`src/rtl/silo_pkg.sv`:
```
package silo_pkg;
  localparam int LINE_W = 4;
  localparam int CHAR_W = 8;

  typedef struct packed {
    logic              ovr;
    logic              ferr;
    logic              perr;
    logic [LINE_W-1:0] line;
    logic [CHAR_W-1:0] ch;
  } silo_entry_t;

  localparam int ENTRY_W = $bits(silo_entry_t);
endpackage

```
`src/rtl/silo_line_arb.sv`:
```
module silo_line_arb
  import silo_pkg::*;
#(
  parameter int NLINES = 16
) (
  input  logic                     clk,
  input  logic                     rst,
  input  logic                     clr,
  input  logic [NLINES-1:0]        push,
  input  logic [NLINES*CHAR_W-1:0] chars,
  input  logic [NLINES-1:0]        perr,
  input  logic [NLINES-1:0]        ferr,
  output logic                     take_valid,
  output silo_entry_t              take_entry
);
  logic [NLINES-1:0] pend;
  logic [NLINES-1:0] grant;
  logic [NLINES-1:0] s_perr, s_ferr, s_ovr;
  logic [CHAR_W-1:0] s_ch [NLINES];
  logic [LINE_W-1:0] sel;

  always_comb begin
    grant = '0;
    sel   = '0;
    for (int i = NLINES - 1; i >= 0; i--) begin
      if (pend[i]) begin
        grant = {{(NLINES-1){1'b0}}, 1'b1} << i;
        sel   = LINE_W'(i);
      end
    end
  end

  for (genvar g = 0; g < NLINES; g++) begin : g_slot
    always_ff @(posedge clk) begin
      if (rst || clr) begin
        pend[g]   <= 1'b0;
        s_perr[g] <= 1'b0;
        s_ferr[g] <= 1'b0;
        s_ovr[g]  <= 1'b0;
        s_ch[g]   <= '0;
      end else if (push[g]) begin
        pend[g]   <= 1'b1;
        s_ch[g]   <= chars[g*CHAR_W +: CHAR_W];
        s_perr[g] <= perr[g];
        s_ferr[g] <= ferr[g];
        s_ovr[g]  <= pend[g] & ~grant[g];
      end else if (grant[g]) begin
        pend[g] <= 1'b0;
      end
    end
  end

  assign take_valid      = |pend;
  assign take_entry.ovr  = s_ovr[sel];
  assign take_entry.ferr = s_ferr[sel];
  assign take_entry.perr = s_perr[sel];
  assign take_entry.line = sel;
  assign take_entry.ch   = s_ch[sel];

  p_one_grant_r4: assert property (@(posedge clk) disable iff (rst)
    $onehot0(grant));
  p_grant_pending_r4: assert property (@(posedge clk) disable iff (rst)
    ((grant & ~pend) == '0));
endmodule

```
`src/rtl/silo_ram.sv`:
```
module silo_ram #(
  parameter int DEPTH = 64,
  parameter int WIDTH = 15,
  localparam int AW = $clog2(DEPTH)
) (
  input  logic             clk,
  input  logic             wr_en,
  input  logic [AW-1:0]    wr_addr,
  input  logic [WIDTH-1:0] wr_data,
  input  logic             rd_en,
  input  logic [AW-1:0]    rd_addr,
  output logic [WIDTH-1:0] rd_q
);
  logic [WIDTH-1:0] mem [DEPTH];

  always_ff @(posedge clk) begin
    if (wr_en) mem[wr_addr] <= wr_data;
  end

  always_ff @(posedge clk) begin
    if (rd_en) rd_q <= mem[rd_addr];
  end
endmodule

```
`src/rtl/mux_rx_silo.sv`:
```
module mux_rx_silo
  import silo_pkg::*;
#(
  parameter int NLINES     = 16,
  parameter int DEPTH      = 64,
  parameter int ALARM_INIT = 16
) (
  input  logic                             clk,
  input  logic                             rst,
  input  logic [NLINES-1:0]                line_push,
  input  logic [NLINES*8-1:0]              line_char,
  input  logic [NLINES-1:0]                line_perr,
  input  logic [NLINES-1:0]                line_ferr,
  input  logic                             rx_rd,
  output logic [15:0]                      rx_word,
  input  logic                             csr_wr,
  input  logic [15:0]                      csr_wdata,
  output logic [15:0]                      csr_rdata,
  input  logic                             lvl_wr,
  input  logic [$clog2(DEPTH+1)-1:0]       lvl_wdata,
  output logic [$clog2(DEPTH+1)-1:0]       fill_level,
  output logic                             rx_irq,
  output logic                             stor_irq,
  output logic                             loopback_en
);
  localparam int AW = $clog2(DEPTH);
  localparam int CW = $clog2(DEPTH+1);
  localparam logic [CW-1:0] FULL_CNT = CW'(DEPTH);
  localparam logic [CW-1:0] LVL_INIT = CW'(ALARM_INIT);

  logic              mclr;
  logic              take_valid;
  silo_entry_t       take_entry, wr_entry;
  logic [ENTRY_W-1:0] rd_q;
  logic              full, wr_fire, rd_fire, drop_ovr;
  logic [AW-1:0]     wr_ptr, rd_ptr;
  logic [CW-1:0]     cnt, cnt_nxt, lvl, lvl_nxt;
  logic              rd_valid, rx_ie, st_ie, maint, rx_flag, stor_flag;

  assign mclr = csr_wr & csr_wdata[11];

  silo_line_arb #(.NLINES(NLINES)) i_arb (
    .clk(clk), .rst(rst), .clr(mclr),
    .push(line_push), .chars(line_char),
    .perr(line_perr), .ferr(line_ferr),
    .take_valid(take_valid), .take_entry(take_entry)
  );

  assign full    = (cnt == FULL_CNT);
  assign wr_fire = take_valid & ~full & ~mclr;
  assign rd_fire = rx_rd & (cnt != '0) & ~mclr;

  always_comb begin
    wr_entry     = take_entry;
    wr_entry.ovr = take_entry.ovr | drop_ovr;
  end

  silo_ram #(.DEPTH(DEPTH), .WIDTH(ENTRY_W)) i_ram (
    .clk(clk),
    .wr_en(wr_fire), .wr_addr(wr_ptr), .wr_data(wr_entry),
    .rd_en(rd_fire), .rd_addr(rd_ptr), .rd_q(rd_q)
  );

  always_comb begin
    if (mclr) cnt_nxt = '0;
    else      cnt_nxt = cnt + CW'(wr_fire) - CW'(rd_fire);
    if (mclr)        lvl_nxt = LVL_INIT;
    else if (lvl_wr) lvl_nxt = lvl_wdata;
    else             lvl_nxt = lvl;
  end

  always_ff @(posedge clk) begin
    if (rst) begin
      wr_ptr    <= '0;
      rd_ptr    <= '0;
      cnt       <= '0;
      lvl       <= LVL_INIT;
      drop_ovr  <= 1'b0;
      rd_valid  <= 1'b0;
      rx_ie     <= 1'b0;
      st_ie     <= 1'b0;
      maint     <= 1'b0;
      rx_flag   <= 1'b0;
      stor_flag <= 1'b0;
    end else begin
      cnt       <= cnt_nxt;
      lvl       <= lvl_nxt;
      rx_flag   <= (cnt_nxt != '0);
      stor_flag <= (lvl_nxt != '0) && (cnt_nxt >= lvl_nxt);
      if (mclr) begin
        wr_ptr   <= '0;
        rd_ptr   <= '0;
        drop_ovr <= 1'b0;
        rd_valid <= 1'b0;
        rx_ie    <= 1'b0;
        st_ie    <= 1'b0;
        maint    <= 1'b0;
      end else begin
        if (csr_wr) begin
          rx_ie <= csr_wdata[6];
          st_ie <= csr_wdata[12];
          maint <= csr_wdata[9];
        end
        if (wr_fire) begin
          wr_ptr   <= wr_ptr + AW'(1);
          drop_ovr <= 1'b0;
        end else if (take_valid && full) begin
          drop_ovr <= 1'b1;
        end
        if (rx_rd) rd_valid <= rd_fire;
        if (rd_fire) rd_ptr <= rd_ptr + AW'(1);
      end
    end
  end

  assign rx_word     = rd_valid ? {1'b1, rd_q} : 16'h0000;
  assign fill_level  = cnt;
  assign csr_rdata   = {1'b0, stor_flag, 1'b0, st_ie, 2'b00, maint, 1'b0,
                        rx_flag, rx_ie, 6'b000000};
  assign rx_irq      = rx_flag & rx_ie;
  assign stor_irq    = stor_flag & st_ie;
  assign loopback_en = maint;

  p_no_overflow_r3: assert property (@(posedge clk) disable iff (rst)
    cnt <= FULL_CNT);
  p_empty_read_zero_r1: assert property (@(posedge clk) disable iff (rst)
    (rx_rd && cnt == '0 && !csr_wr) |=> (rx_word == 16'h0000));
  p_pop_valid_r2: assert property (@(posedge clk) disable iff (rst)
    (rx_rd && cnt != '0 && !csr_wr) |=> rx_word[15]);
  p_mclr_empties_r9: assert property (@(posedge clk) disable iff (rst)
    mclr |=> (cnt == '0 && !rx_irq && !stor_irq));
  p_alarm_level_r8: assert property (@(posedge clk) disable iff (rst)
    csr_rdata[14] == (lvl != '0 && cnt >= lvl));
endmodule

```
`config.mk`:
```
export PLATFORM = sky130hd
export DESIGN_NAME = mux_rx_silo
export DESIGN_NICKNAME = d
export VERILOG_FILES = /design/src/rtl/silo_pkg.sv /design/src/rtl/silo_line_arb.sv /design/src/rtl/silo_ram.sv /design/src/rtl/mux_rx_silo.sv
export SDC_FILE = /design/constraint.sdc
export NUM_CORES = 1
export LEC_CHECK = 0
export ABC_AREA = 1
export BUFFER_PORTS_ARGS = -buffer_cell sky130_fd_sc_hd__buf_4
export CAP_MARGIN = 30
export CORE_MARGIN = 2
export CORE_UTILIZATION = 50
export DETAILED_ROUTE_END_ITERATION = 12
export PLACE_DENSITY = 0.67
export SETUP_SLACK_MARGIN = 0.3
export SYNTH_ARGS = -nofsm -noshare
export SYNTH_HDL_FRONTEND = slang
export SYNTH_SLANG_ARGS = --single-unit
```
`constraint.sdc`:
```
create_clock -name clk -period 7 [get_ports clk]
set_input_delay 1.75 -clock clk [delete_from_list [all_inputs] [get_ports clk]]
set_output_delay 1.75 -clock clk [all_outputs]
set_load 0.01 [all_outputs]
```
## Word-level counts from Yosys, hierarchy flattened

Memory sizes are Yosys's and may differ from the RTL's. A register that Yosys moved wholly into a read port is not among the register bits.
Index checks and enable logic that the tools add are counted.

| storage, ports and cells | value |
|---|---|
| register bits | 97 |
| bits in writable memories | 1088 |
| bits of input ports | 204 |
| output and inout port bits | 42 |
| word-level logic and storage cells | 309 |
| memories | 2 |

Memory list:

| name | depth | width | read ports | clocked after memory_dff | wr ports | line | RTL |
|---|---|---|---|---|---|---|---|
| i_ram.mem | 64 | 15 | 1 | 1 | 1 | silo_ram.sv:14 | `logic [WIDTH-1:0] mem [DEPTH];` |
| i_arb.s_ch | 16 | 8 | 1 | 0 | 16 | silo_line_arb.sv:19 | `logic [CHAR_W-1:0] s_ch [NLINES];` |

| cells by class | value |
|---|---|
| add/sub/neg operators | 4 |
| order comparisons | 2 |
| equality and inequality tests | 1 |
| muxes and demuxes | 142 |
| bitwise gates (word level) | 58 |
| reductions and logical operators | 25 |

Operator list:

| kind | number |
|---|---|
| two-way mux 16 bit | 17 |
| two-way mux 8 bit | 16 |
| two-way mux 1 bit | 87 |
| two-way mux 4 bit | 16 |
| nonzero test 2 bit | 16 |
| AND 1 bit | 23 |
| two-way mux 7 bit | 3 |
| nonzero test 7 bit | 3 |
| NOT 1 bit | 18 |
| bitwise OR 1 bit | 17 |
| OR reduction 16 bit | 1 |
| adder 6 x 1 -> 6 bit, second input constant | 2 |
| binary-select mux 1 bit (select 4 bit) | 3 |
| adder 7 x 1 -> 7 bit | 1 |
| == test 7 bit, second input constant | 1 |
| >= comparator 7 bit | 1 |
| subtractor 7 x 1 -> 7 bit | 1 |
| < comparator 4 x 5 -> 1 bit, second input constant | 1 |
| OR reduction 3 bit | 1 |
| logical AND 1 bit | 2 |
| OR reduction 2 bit | 1 |
| logical OR 1 bit | 1 |

## Longest topological paths before layout

| logic depth | value |
|---|---|
| depth in word-level cells | 19 |
| depth in mapped cells | 27 |
| gate-level depth less buffers | 27 |

## Modules after synthesis

From an unflattened synthesis, not the netlist that was laid out.

| second synthesis, totals | value |
|---|---|
| cell total of the unflattened synthesis | 4846 |
| area total of the unflattened synthesis | 51141.5 µm² |

Modules (own cells, without submodules):

| module | times used | cells each | area an instance (µm²) | seq. area each (µm²) |
|---|---|---|---|---|
| silo_ram | 1 | 3322 | 39487.9 | 29278.1 |
| silo_line_arb | 1 | 1207 | 9502.9 | 5104.9 |
| mux_rx_silo | 1 | 317 | 2150.8 | 660.6 |

## Worst setup path after synthesis

Ideal clock, no wire load.

| timing path | value |
|---|---|
| kind | in2reg |
| start | in csr_wdata[11] |
| end | reg stor_flag |
| library setup time | 0.124 ns |
| arrival time | 5.685 ns |
| required time | 6.876 ns |
| setup slack | 1.192 ns |
| stages on the path | 17 |
| buffers on the path | 0 |
| path through | nand2_1 inv_2 nor3_1 ha_1 inv_1 ha_1 inv_1 fa_1 nor2_1 ha_1 a21boi_0 o21a_1 o21a_1 o21a_1 o21a_1 o21ai_0 a21oi_1 |

| on the way | value |
|---|---|
| elaborated cells between the ends (all ways) | 11 |
| those cells by class | add/sub: 2; order compare: 1; mux: 2; bitwise: 4; reduce/logical: 2 |

RTL lines:

| what | line | RTL |
|---|---|---|
| start, declared | mux_rx_silo.sv:17 | `input logic [15:0] csr_wdata,` |
| AND 1 bit | mux_rx_silo.sv:40 | `assign mclr = csr_wr & csr_wdata[11];` |
| NOT 1 bit | mux_rx_silo.sv:51 | `assign rd_fire = rx_rd & (cnt != '0) & ~mclr;` |
| AND 1 bit | mux_rx_silo.sv:51 |  |
| net i_ram.rd_en | silo_ram.sv:10 | `input logic rd_en,` |
| subtractor 7 x 1 -> 7 bit | mux_rx_silo.sv:66 | `else cnt_nxt = cnt + CW'(wr_fire) - CW'(rd_fire);` |
| two-way mux 7 bit | mux_rx_silo.sv:65 | `if (mclr) cnt_nxt = '0;` |
| net cnt_nxt[1] | mux_rx_silo.sv:37 | `logic [CW-1:0] cnt, cnt_nxt, lvl, lvl_nxt;` |
| >= comparator 7 bit | mux_rx_silo.sv:89 | `stor_flag <= (lvl_nxt != '0) && (cnt_nxt >= lvl_nxt);` |
| logical AND 1 bit | mux_rx_silo.sv:89 |  |
| end signal, assigned | mux_rx_silo.sv:89 |  |
| end, declared | mux_rx_silo.sv:38 | `logic rd_valid, rx_ie, st_ie, maint, rx_flag, stor_flag;` |

The timed path passes the listed nets, and every way through them passes these cells.
A chain may end at the register's enable or synchronous reset.

## Worst setup path in the final report

| timing path | value |
|---|---|
| start | in csr_wr |
| end | reg stor_flag |

| on the way | value |
|---|---|
| elaborated cells between the ends (all ways) | 11 |
| those cells by class | add/sub: 2; order compare: 1; mux: 2; bitwise: 4; reduce/logical: 2 |

RTL lines:

| what | line | RTL |
|---|---|---|
| start, declared | mux_rx_silo.sv:16 | `input logic csr_wr,` |
| AND 1 bit | mux_rx_silo.sv:40 |  |
| NOT 1 bit | mux_rx_silo.sv:51 |  |
| AND 1 bit | mux_rx_silo.sv:51 |  |
| net i_ram.rd_en | silo_ram.sv:10 |  |
| subtractor 7 x 1 -> 7 bit | mux_rx_silo.sv:66 |  |
| two-way mux 7 bit | mux_rx_silo.sv:65 |  |
| net cnt_nxt[1] | mux_rx_silo.sv:37 |  |
| >= comparator 7 bit | mux_rx_silo.sv:89 |  |
| logical AND 1 bit | mux_rx_silo.sv:89 |  |

The timed path passes the listed nets, and every way through them passes these cells.

==> impl_metrics.json <==
{
  "detailroute.via_count": 33400,
  "die-width_um": 318,
  "drt_drc_violations_left": 0,
  "insertion_delay_ns": 0.72,
  "clock_sink_total": 1199,
  "drtAntennaViolNets": 0,
  "power.switching_mw": 5.37,
  "sort_of_element_at_the_end_of_the_critical_path": "register",
  "worst_path_largest_cell_delay_ns": 0.56,
  "irDropWorstVdd_mv": 0.218,
  "grt_pass1_vias": 31900,
  "fin_setup_tns_ns": 0,
  "worstPathCellList": "buf_4 -> nand2_1 -> inv_2 -> nor3_2 -> buf_4 -> ha_1 -> inv_1 -> ha_1 -> inv_1 -> fa_1 -> nor2_1 -> ha_1 -> a21boi_0 -> o21a_1 -> o21a_1 -> o21a_1 -> o21a_1 -> o21ai_0 -> a21oi_1",
  "tritoncts": "built",
  "route.detailed.wl_per_inst_um": 23.1,
  "initial_core_util": 0.502,
  "die_area_um2": 101000,
  "antennaDiodeCount": 0,
  "antenna_found_initial": 1,
  "post_drt_via_cell_ratio": 5.79,
  "dp_hpwl_um": 79500,
  "total_routing_resource_utilization_after_global_routing": 0.260,
  "cpMostUsedCell": "sky130_fd_sc_hd__o21a_1",
  "detailed_place.area_um2": 52200,
  "power.sequential.fraction": 0.466,
  "power_switching_share": 0.289,
  "wl_um": 133000,
  "worst_slew_pin_slew_ns": 1.07,
  "fin_skew_ns": 0.0349,
  "setup_viol": 0,
  "class_of_the_tightest_hold_or_removal_check": "register to register",
  "drv_slew": 0,
  "intPower_mw": 13.2,
  "ctsRootBufferMaster": "sky130_fd_sc_hd__clkbuf_16",
  "pre_cts_slack_ns": 1.53,
  "yosysWarningCount": 0,
  "dr.first_iter.drc_count": 3772,
  "start_kind": "primary input",
  "top_level_ports": 246,
  "ys_seq_elements": 1199,
  "power_density_nw_per_um2": 331,
  "cts.reportedPaths.clkPinSlew_ns": 0.06,
  "cp_num_buf_inv": 5,
  "design.final.nets": 4598,
  "setup_repair_after_global_routing_missed_its_margin": "no",
  "fin_area_um2": 56100,
  "syn_to_final_growth_pct": 14.2,
  "max_freq_mhz": 211,
  "post_cts_setup_buffers": 0,
  "ys_dominant_reg_cell": "sky130_fd_sc_hd__edfxtp_1",
  "fin_hold_viols": 0,
  "timing.critical_path.from": "csr_wr",
  "syn_inst": 4191,
  "setup.worst_path.class": "primary input to register",
  "max-clock-path-buffers": 3,
  "gp_congestion": 0.863,
  "final_layout_size_suffix_gt1_frac": 0.125,
  "asyncSetResetFlopFracSynth": 0,
  "slowest_stage": "sky130_fd_sc_hd__fa_1",
  "cpLargestDelayFamily": "adder cells",
  "power.static_leakage_nw": 20.2,
  "place.port_buffers": 222,
  "seq_area_frac_synth": 0.713,
  "final.period_utilization": 0.678,
  "final_critical_path_setup_slack_ns": 2.25,
  "placement_rows": 115,
  "max-slew-margin-rel": 0.290,
  "fillCellCount": 7933,
  "avgSynthCellArea_um2": 11.7,
  "cp.required_ns": 7.58,
  "dieHeight_um": 318,
  "critical_path_data_arrival_time_ns": 5.33,
  "grt_first_pass_wirelength_um": 198000,
  "comb_power_frac": 0.184,
  "htreeDepth": 3,
  "worstHoldStart": "i_arb.s_perr[14]",
  "cts_made_buffers": 118,
  "run_status": "completed",
  "finalCriticalPeriod_ns": 4.75,
  "max-cap-violations": 0,
  "post_cts.resized_instances": 0,
  "ctsHoldBuffers": 0,
  "critical_path_peak_fanout": 18,
  "pin_count_of_the_biggest_net_entering_global_routing": 196,
  "netlist-cell-type-count": 43,
  "syn_area_um2": 49200,
  "synth_enable_flop_cells": 1103,
  "crit-reg2reg-launch": "i_arb.pend[0]",
  "floorplan.core_area_um2": 98000,
  "global_route.overflow_total": 0,
  "number_of_optimization_iterations_in_the_first_detailed_route_pass": 5,
  "power_frac_clock": 0.349
}
## Yosys cell counts (2+ instances only)
master	number	area (um2)
sky130_fd_sc_hd__a21oi_1	33	165
sky130_fd_sc_hd__a31oi_1	9	56.3
sky130_fd_sc_hd__a32o_1	8	80.1
sky130_fd_sc_hd__and2_1	2	12.5
sky130_fd_sc_hd__buf_1	14	52.6
sky130_fd_sc_hd__buf_2	70	350
sky130_fd_sc_hd__buf_4	24	180
sky130_fd_sc_hd__buf_6	7	78.8
sky130_fd_sc_hd__clkbuf_1	152	571
sky130_fd_sc_hd__clkinv_1	3	11.3
sky130_fd_sc_hd__dfxtp_1	96	1920
sky130_fd_sc_hd__edfxtp_1	1103	33100
sky130_fd_sc_hd__ha_1	18	225
sky130_fd_sc_hd__inv_1	323	1210
sky130_fd_sc_hd__inv_2	13	48.8
sky130_fd_sc_hd__nand2_1	375	1410
sky130_fd_sc_hd__nand2_2	2	12.5
sky130_fd_sc_hd__nand3_1	240	1200
sky130_fd_sc_hd__nand3b_1	32	240
sky130_fd_sc_hd__nand4_1	60	375
sky130_fd_sc_hd__nor2_1	720	2700
sky130_fd_sc_hd__nor2_2	3	18.8
sky130_fd_sc_hd__nor3_1	14	70.1
sky130_fd_sc_hd__nor4_1	5	31.3
sky130_fd_sc_hd__o211ai_1	26	195
sky130_fd_sc_hd__o21a_1	4	30.0
sky130_fd_sc_hd__o21ai_0	541	2710
sky130_fd_sc_hd__o21ai_1	16	80.1
sky130_fd_sc_hd__o221ai_1	94	823
sky130_fd_sc_hd__o22ai_1	161	1010
sky130_fd_sc_hd__or2_1	4	25.0
sky130_fd_sc_hd__or2_2	8	50.1
## per-stage QoR
stage / util / instances / total power [mW] / hold WS (ns)
finish: 0.573 / 5765 / 18.6 / 0.476
global route: 0.573 / 5765 / 19.2 / 0.491
CTS: 0.573 / 5765 / 18.6 / 0.478
detailed placement: 0.532 / 5542 / 12.2 / 0.464
global placement: 0.532 / 5542 / 12.2 / 0.453
floorplan: - / 4201 / 10.8 / 0.440
## routing by layer
metal,routed length (um),share of wire,vias up,global-route usage
li1,-,-,15400,-
met1,53500,0.40,16100,0.357
met2,63200,0.47,1616,0.419
met3,11700,0.088,250,0.0399
met4,5000,0.037,0,0.102
met5,0,0,-,0
## tightest hold or removal path, delay by kind of cell, from the launching register on
kind | cells | cell delay, ns
compound gates | 1 | 0.07
flops | 1 | 0.30
buf+inv | 1 | 0.06
## cell usage in the layout, fill, tap and decap left out, types with 21 or more instances in the layout
master                      count
sky130_fd_sc_hd__a21oi_1       32
sky130_fd_sc_hd__buf_4        319
sky130_fd_sc_hd__clkbuf_1      23
sky130_fd_sc_hd__clkbuf_16    121
sky130_fd_sc_hd__clkinv_1      28
sky130_fd_sc_hd__clkinv_2      21
sky130_fd_sc_hd__dfxtp_1       93
sky130_fd_sc_hd__edfxtp_1    1103
sky130_fd_sc_hd__inv_1        322
sky130_fd_sc_hd__nand2_1      365
sky130_fd_sc_hd__nand3_1      239
sky130_fd_sc_hd__nand3b_1      32
sky130_fd_sc_hd__nand4_1       60
sky130_fd_sc_hd__nor2_1       703
sky130_fd_sc_hd__o211ai_1      26
sky130_fd_sc_hd__o21ai_0      541
sky130_fd_sc_hd__o221ai_1      94
sky130_fd_sc_hd__o22ai_1      161
## power groups by stage
stage	combinational (mW)	clock [mW]	sequential (mW)
2_1_floorplan	2.05	0	8.78
3_3_place_gp	3.34	0	8.82
3_5_place_dp	3.40	0	8.82
4_1_cts	3.42	6.53	8.67
5_1_grt	3.73	6.81	8.69
6_report	3.43	6.49	8.67
## registers in the layout, summed over array words and instances, names as in the netlist
name,cells
rx_ie,1
i_ram.rd_q,15
fill_level,7
i_arb.s_ferr,16
wr_ptr,6
drop_ovr,1
i_arb.s_perr,16
loopback_en,1
lvl,7
i_arb.s_ch,128
i_arb.s_ovr,15
st_ie,1
i_arb.pend,16
i_ram.mem,960
rx_flag,1
stor_flag,1
rd_ptr,6
rd_valid,1
## final cells by class
class | count | area, um2 | area share
sequential | 1199 | 35100 | 0.624
multi-input combinational | 2395 | 11800 | 0.210
clock buffer | 152 | 3220 | 0.0574
timing repair buffer | 321 | 2430 | 0.0434
tap | 1287 | 1610 | 0.0287
inverter | 340 | 1290 | 0.0230
clock inverter | 71 | 751 | 0.0134
## path summary, 6_finish.rpt
kind	slack, ns	cells past startpoint	endpoint
hold / removal	0.48	2	i_arb.s_perr[14]
setup reg to reg	2.69	23	stor_flag
hold reg to reg	0.48	2	i_arb.s_perr[14]
setup / recovery	2.25	19	stor_flag
## cells by family after synthesis
logic type      Yosys count  synth area share
buf+inv                 607            0.0511
fa+ha+maj                19           0.00499
flops                  1199             0.713
xor+xnor                  1          0.000178
simple gates           1468             0.126
compound gates          896             0.105
other cells               1         0.0000763
Power figures use the tool's default switching activity.
